--- src/rtl/mbx_pkg.sv ---
package mbx_pkg;
  localparam int unsigned NUM_PORTS = 2;
  localparam int unsigned PORT_L = 0;
  localparam int unsigned PORT_R = 1;

  // Address of the mailbox owned by port idx: all-ones minus one for the
  // left port, all-ones for the right port.
  function automatic logic [63:0] box_addr(input int unsigned aw, input int unsigned idx);
    logic [63:0] ones;
    ones = (64'd1 << aw) - 64'd1;
    return ones - 64'd1 + 64'(idx);
  endfunction
endpackage

--- src/rtl/mbx_port_dec.sv ---
module mbx_port_dec #(
  parameter int unsigned ADDR_W = 16,
  parameter int unsigned OWN_IDX = 0
) (
  input  logic              en,
  input  logic              we,
  input  logic [ADDR_W-1:0] addr,
  output logic              acc_own,
  output logic              wr_own,
  output logic              rd_own,
  output logic              wr_peer,
  output logic              rd_peer
);
  import mbx_pkg::*;
  localparam logic [ADDR_W-1:0] OWN_A  = ADDR_W'(box_addr(ADDR_W, OWN_IDX));
  localparam logic [ADDR_W-1:0] PEER_A = ADDR_W'(box_addr(ADDR_W, NUM_PORTS - 1 - OWN_IDX));

  logic hit_own, hit_peer;
  assign hit_own  = en && (addr == OWN_A);
  assign hit_peer = en && (addr == PEER_A);
  assign acc_own  = hit_own;
  assign wr_own   = hit_own && we;
  assign rd_own   = hit_own && !we;
  assign wr_peer  = hit_peer && we;
  assign rd_peer  = hit_peer && !we;
endmodule

--- src/rtl/mbx_irq_flag.sv ---
module mbx_irq_flag (
  input  logic clk,
  input  logic rst_n,
  input  logic set_i,
  input  logic clr_i,
  output logic irq_n
);
  logic pend_q;

  always_ff @(posedge clk or negedge rst_n) begin
    if (!rst_n)     pend_q <= 1'b0;
    else if (set_i) pend_q <= 1'b1;
    else if (clr_i) pend_q <= 1'b0;
  end

  assign irq_n = !pend_q;

  // a set asserts the interrupt after the edge; R6: even with a clear
  a_r6_set_wins: assert property (@(posedge clk) disable iff (!rst_n)
    set_i |=> !irq_n);
  a_r4_clear: assert property (@(posedge clk) disable iff (!rst_n)
    (clr_i && !set_i) |=> irq_n);
  a_r5_hold: assert property (@(posedge clk) disable iff (!rst_n)
    (!set_i && !clr_i) |=> $stable(irq_n));
endmodule

--- src/rtl/mbx_store.sv ---
module mbx_store #(
  parameter int unsigned DATA_W = 16
) (
  input  logic              clk,
  input  logic              rst_n,
  input  logic              peer_wr,
  input  logic [DATA_W-1:0] peer_wdata,
  input  logic              own_wr,
  input  logic [DATA_W-1:0] own_wdata,
  output logic [DATA_W-1:0] word
);
  always_ff @(posedge clk or negedge rst_n) begin
    if (!rst_n)       word <= '0;
    else if (peer_wr) word <= peer_wdata;
    else if (own_wr)  word <= own_wdata;
  end

  a_r8_sender_wins: assert property (@(posedge clk) disable iff (!rst_n)
    peer_wr |=> (word == $past(peer_wdata)));
  a_r7_hold: assert property (@(posedge clk) disable iff (!rst_n)
    (!peer_wr && !own_wr) |=> $stable(word));
endmodule

--- src/rtl/dp_mailbox_irq.sv ---
module dp_mailbox_irq #(
  parameter int unsigned ADDR_W = 16,
  parameter int unsigned DATA_W = 16
) (
  input  logic              clk,
  input  logic              rst_n,
  input  logic              l_en,
  input  logic              l_we,
  input  logic [ADDR_W-1:0] l_addr,
  input  logic [DATA_W-1:0] l_wdata,
  output logic [DATA_W-1:0] l_rdata,
  output logic              l_irq_n,
  input  logic              r_en,
  input  logic              r_we,
  input  logic [ADDR_W-1:0] r_addr,
  input  logic [DATA_W-1:0] r_wdata,
  output logic [DATA_W-1:0] r_rdata,
  output logic              r_irq_n
);
  import mbx_pkg::*;
  localparam int unsigned NP = NUM_PORTS;
  localparam logic [ADDR_W-1:0] R_BOX = ADDR_W'(box_addr(ADDR_W, PORT_R));
  localparam logic [ADDR_W-1:0] L_BOX = ADDR_W'(box_addr(ADDR_W, PORT_L));

  logic              en    [NP];
  logic              we    [NP];
  logic [ADDR_W-1:0] addr  [NP];
  logic [DATA_W-1:0] wdata [NP];
  logic [DATA_W-1:0] rdq   [NP];
  logic              irqn  [NP];
  logic [DATA_W-1:0] box   [NP];
  logic acc_own [NP], wr_own [NP], rd_own [NP], wr_peer [NP], rd_peer [NP];

  assign en[PORT_L]    = l_en;
  assign we[PORT_L]    = l_we;
  assign addr[PORT_L]  = l_addr;
  assign wdata[PORT_L] = l_wdata;
  assign en[PORT_R]    = r_en;
  assign we[PORT_R]    = r_we;
  assign addr[PORT_R]  = r_addr;
  assign wdata[PORT_R] = r_wdata;

  for (genvar g = 0; g < NP; g++) begin : g_port
    localparam int unsigned PEER = NP - 1 - g;

    mbx_port_dec #(.ADDR_W(ADDR_W), .OWN_IDX(g)) u_dec (
      .en(en[g]), .we(we[g]), .addr(addr[g]),
      .acc_own(acc_own[g]), .wr_own(wr_own[g]), .rd_own(rd_own[g]),
      .wr_peer(wr_peer[g]), .rd_peer(rd_peer[g])
    );

    mbx_irq_flag u_flag (
      .clk(clk), .rst_n(rst_n),
      .set_i(wr_peer[PEER]), .clr_i(acc_own[g]),
      .irq_n(irqn[g])
    );

    mbx_store #(.DATA_W(DATA_W)) u_box (
      .clk(clk), .rst_n(rst_n),
      .peer_wr(wr_peer[PEER]), .peer_wdata(wdata[PEER]),
      .own_wr(wr_own[g]), .own_wdata(wdata[g]),
      .word(box[g])
    );

    always_ff @(posedge clk or negedge rst_n) begin
      if (!rst_n)          rdq[g] <= '0;
      else if (rd_own[g])  rdq[g] <= box[g];
      else if (rd_peer[g]) rdq[g] <= box[PEER];
      else                 rdq[g] <= '0;
    end
  end

  assign l_rdata = rdq[PORT_L];
  assign r_rdata = rdq[PORT_R];
  assign l_irq_n = irqn[PORT_L];
  assign r_irq_n = irqn[PORT_R];

  // Port-level checks
  a_r2_left_raises_right: assert property (@(posedge clk) disable iff (!rst_n)
    (l_en && l_we && l_addr == R_BOX) |=> !r_irq_n);
  a_r3_right_raises_left: assert property (@(posedge clk) disable iff (!rst_n)
    (r_en && r_we && r_addr == L_BOX) |=> !l_irq_n);
  a_r5_idle_stable: assert property (@(posedge clk) disable iff (!rst_n)
    (!l_en && !r_en) |=> ($stable(l_irq_n) && $stable(r_irq_n)));
  a_r7_quiet_rdata: assert property (@(posedge clk) disable iff (!rst_n)
    (!l_en && !r_en) |=> (l_rdata == '0 && r_rdata == '0));
  a_r9_read_old: assert property (@(posedge clk) disable iff (!rst_n)
    (l_en && !l_we && l_addr == R_BOX) |=> (l_rdata == $past(box[PORT_R])));
  always_comb begin
    if (!rst_n) a_r1_reset_idle: assert (l_irq_n && r_irq_n);
  end
endmodule

--- config.mk ---
export PLATFORM = sky130hd
export DESIGN_NAME = dp_mailbox_irq
export DESIGN_NICKNAME = d
export VERILOG_FILES = /design/src/rtl/mbx_pkg.sv /design/src/rtl/mbx_port_dec.sv /design/src/rtl/mbx_irq_flag.sv /design/src/rtl/mbx_store.sv /design/src/rtl/dp_mailbox_irq.sv
export SDC_FILE = /design/constraint.sdc
export NUM_CORES = 1
export LEC_CHECK = 0
export ABC_AREA = 1
export BUFFER_PORTS_ARGS = -buffer_cell sky130_fd_sc_hd__buf_2
export CAP_MARGIN = 10
export CORE_UTILIZATION = 44
export DETAILED_ROUTE_END_ITERATION = 8
export PLACE_DENSITY_LB_ADDON = 0.08
export RECOVER_POWER = 50
export SETUP_SLACK_MARGIN = 0.4
export SYNTH_ARGS = -nofsm -noshare
export SYNTH_HDL_FRONTEND = slang
export SYNTH_HIERARCHICAL = 1
export SYNTH_SLANG_ARGS = --single-unit
--- constraint.sdc ---
create_clock -name clk -period 0.8 [get_ports clk]
set_input_delay 0.16 -clock clk [delete_from_list [all_inputs] [get_ports clk]]
set_output_delay 0.16 -clock clk [all_outputs]
set_load 0.01 [all_outputs]
## Word-level counts from Yosys, hierarchy flattened

Cells that the tools add are included.

| storage, ports and cells | value |
|---|---|
| bits in registers | 66 |
| output and inout port bits | 34 |
| logic and storage cells | 42 |

| operators by class | value |
|---|---|
| equality and inequality tests | 4 |
| mux-type cells | 12 |
| reductions and logical operators | 20 |

Operator list:

| operator | count |
|---|---|
| 16-bit 2-to-1 mux | 8 |
| 16-bit equality test, second input constant | 4 |
| 1-bit logical AND | 12 |
| 2-bit nonzero test | 4 |
| 1-bit logical NOT | 4 |
| 1-bit 2-to-1 mux | 4 |

## Depth between registers and ports, before layout

| depth | value |
|---|---|
| depth in word-level cells | 5 |
| mapped depth | 11 |
| depth with buffers taken out | 9 |

## Modules after synthesis

Netlist, hierarchy kept.

Modules (own cells, without submodules):

| module | instances | cells an instance | area each (µm²) |
|---|---|---|---|
| mbx_store | 2 | 88 | 772.0 |
| dp_mailbox_irq | 1 | 140 | 1,446.4 |
| mbx_port_dec at g_port[1].u_dec | 1 | 30 | 126.4 |
| mbx_port_dec at g_port[0].u_dec | 1 | 30 | 125.1 |
| mbx_irq_flag | 2 | 6 | 43.8 |

## Worst setup path before layout

No wires, ideal clock.

| timing | value |
|---|---|
| kind | input port to flip-flop |
| start | input r_addr[10] |
| end | register g_port[0].u_box.word[4] |
| arrival time | 1,119 ps |
| required time | 676 ps |
| setup slack | -443 ps |
| stages on the path | 11 |
| path through | nand2_1 -> inv_1 -> nand2_1 -> nor2_2 -> nand3_1 -> nor2_1 -> buf_6 -> inv_2 -> buf_6 -> nand3_1 -> nand3_1 |

RTL lines:

| item | line | RTL |
|---|---|---|
| start: declaration | dp_mailbox_irq.sv:15 | `input logic [ADDR_W-1:0] r_addr,` |
| end signal: assignment | mbx_store.sv:14 | `else if (peer_wr) word <= peer_wdata;` |
| end signal: assignment | mbx_store.sv:15 | `else if (own_wr) word <= own_wdata;` |
| end: declaration | mbx_store.sv:10 | `output logic [DATA_W-1:0] word` |

==> impl_metrics.toml <==
[floorplanning]
coreArea_um2 = 7292
die_w_um = 88.99
ios = 104
die_h_um = 88.99
die_area_um2 = 7919
start_util = 0.4566
fp-row-count = 31

[critical_path]
critPathMaxFanout = 8
arrival_ns = 1.32
critPathLaunchType = "input pin"
cp-end-kind = "flip-flop"
path_class = "in -> reg"
required_ns = 1.07

[cells_and_area]
diodes = 0
fin_area_um2 = 5663
layout_common_cells = "84 x nand2_1, 73 x nand3_2, 73 x buf_2, 66 x dfrtp_1, 61 x nand2_2"
area_growth_pct = 70.09
drive_above_1_share = 0.6698
finalNonFillerCells = 629
final_common_cell = "nand2_1"
final_util = 0.7766
nets = 595

[routing]
wire_per_inst_um = 17.46
firstDrtPassIters = 6
routed_wl_um = 10980
drt_iter0_drc = 195
drc_errors = 0
viasPerCell = 5.273
antenna_left = 0
vias = 3317

[placed_design]
dp_cells = 589
placed_area_um2 = 4332
place.gp.congestion = 0.9062
dp_hpwl_um = 5781
io_buffer_count = 103

[logic_synthesis]
synth_area_leaders = "dfrtp_1 50%, nand2_1 17%, nand3_1 11%"
synth_seq_area_share = 0.4961
yosysTopAreaCellShare = 0.4961
ys_seq_elements = 66
synth_nets = 458
syn_area_um2 = 3329
yosys_warnings = 6
synth_area_leader_cell = "dfrtp_1"
synthCells = 388
syn_avg_cell_area_um2 = 8.581
yosysUniqueCellTypes = 15

[clock_network]
worstSkewPairLatency_ns = 0.34
cts_max_path_buffers = 2
clockRootBuffer = "clkbuf_8"
htree_levels = 3
clkSlewWorstSetupHoldPaths_ns = 0.07
clock_sinks = 66
cts_tree = "built"
cts_buffers = 9

[power_and_ir_drop]
internal-power_uw = 4766
pwr-share-seq = 0.527
comb_power_share = 0.080
p_leak_uw = 0.002892
powerDensity_nw_per_um2 = 1118
switching_share = 0.2475
switching_power_uw = 1568
clkPwrFrac = 0.393
ir_drop_mv = 0.7152

[timing]
maxSlewHeadroom = 0.4094
worst_hold_slack_ns = 0.03583
slew_violations = 0
rsz0062_at_grt = "yes"
fmax_mhz = 954.2
period_share = 1.310
tightest_slew_ns = 0.8859
clock_skew_ns = 0.01029
fin_ws_ns = -0.2480
finalSetupViolCount = 100
finalHoldViolations = 0
min_period_ns = 1.048

[grt]
grt_start_max_net_pins = 67
overflow = 0
antenna_found_initial = 0
grt_pass1_wl_um = 15350
grt_use_total = 0.2628
grt_pass1_vias = 3086

[min_path]
min-delay-path-class = "in -> async"

[status]
violations = "negative setup slack"
status = "complete, but fails checks"

[flow_run]
maxCapViolCount = 0
[power by group through the flow]
stage / Clock (uW) / Combinational [uW] / Sequential, uW
final: 2490 / 507 / 3340
after global routing: 2630 / 547 / 3340
after CTS: 2490 / 458 / 3340
after detailed placement: 0 / 381 / 3400
after global placement: 0 / 375 / 3400
after floorplan: 0 / 61.3 / 3400
[repair_timing]
| item | in CTS | in global routing |
|---|---|---|
| resized for setup | 89 | 107 |
| hold endpoints to repair | 66 | 66 |
| pin swaps | 52 | 75 |
| setup buffers | 9 | 3 |
| cloned | 8 | 4 |
| endpoints found under the setup margin | 100 | 100 |
[per-stage QoR]
| stage | setup TNS [ns] | worst slack [ns] | power (uW) |
|---|---|---|---|
| finish | -18.08 | -0.2480 | 6334 |
| global route | -22.45 | -0.3127 | 6513 |
| CTS | -17.33 | -0.2499 | 6284 |
| detailed placement | -34.89 | -0.5613 | 3782 |
| global placement | -33.09 | -0.5381 | 3776 |
| floorplan | -20.42 | -0.4070 | 3463 |
[logic make-up (layout without fill, tap and decap cells)]
kind of cell | after synthesis | in the layout | synth area share
and+or+nand+nor | 271 | 273 | 0.3953
DFF | 66 | 66 | 0.4961
buffers and inverters | 51 | 191 | 0.1086
[synthesized netlist by cell type (all sizes together)]
cell / n
buf: 22
inv: 29
dfrtp: 66
nand3: 101
nor2: 17
nand2: 153
[per-layer routing]
layer  vias to the layer above  GRT usage  part of all wire
met5                         -          0                 0
met4                         0     0.1068             0.039
met3                        53    0.04432             0.069
met2                       175     0.4294              0.49
met1                      1576     0.3492              0.40
li1                       1513          -                 -
[final timing paths]
| kind | start | end | slack [ns] | cells after the start |
|---|---|---|---|---|
| setup / recovery | l_addr[5] | g_port[0].u_box/word[0] | -0.25 | 11 |
| setup reg to reg | g_port[1].u_box/word[15] | g_port[1].u_box/word[15] | 0.03 | 2 |
| hold reg to reg | g_port[1].u_flag/pend_q | g_port[1].u_flag/pend_q | 0.51 | 2 |
| hold / removal | rst_n | r_rdata[0] | 0.04 | 2 |
| min in group clk | l_wdata[8] | g_port[1].u_box/word[8] | 0.07 | 3 |
| max in group asynchronous | rst_n | g_port[0].u_box/word[0] | 0.18 | 2 |
[cell type report]
type                       instances  area (um2)
multi-input combinational        273        2102
fill                             480        1629
timing repair inverter             4       50.05
sequential                        66        1652
clock buffer                      11       141.4
timing repair buffer             142        1370
tap                               99       123.9
inverter                          29       193.9
clock inverter                     5       30.03
[registers in the layout, summed over array words and instances, names as in the netlist]
| signal | cells |
|---|---|
| g_port.u_box/word | 32 |
| g_port.u_flag/pend_q | 2 |
| l_rdata | 16 |
| r_rdata | 16 |
[worst max-delay path, stage by stage]
cell,delay (ns)
buf_6,0.09
nand2_2,0.06
inv_2,0.04
nand2_2,0.07
nor2_4,0.05
nand3_4,0.11
nor2_4,0.05
buf_12,0.15
nor2_4,0.31
nand2_1,0.11
nand3_1,0.11
Power figures use the tool's default switching activity.
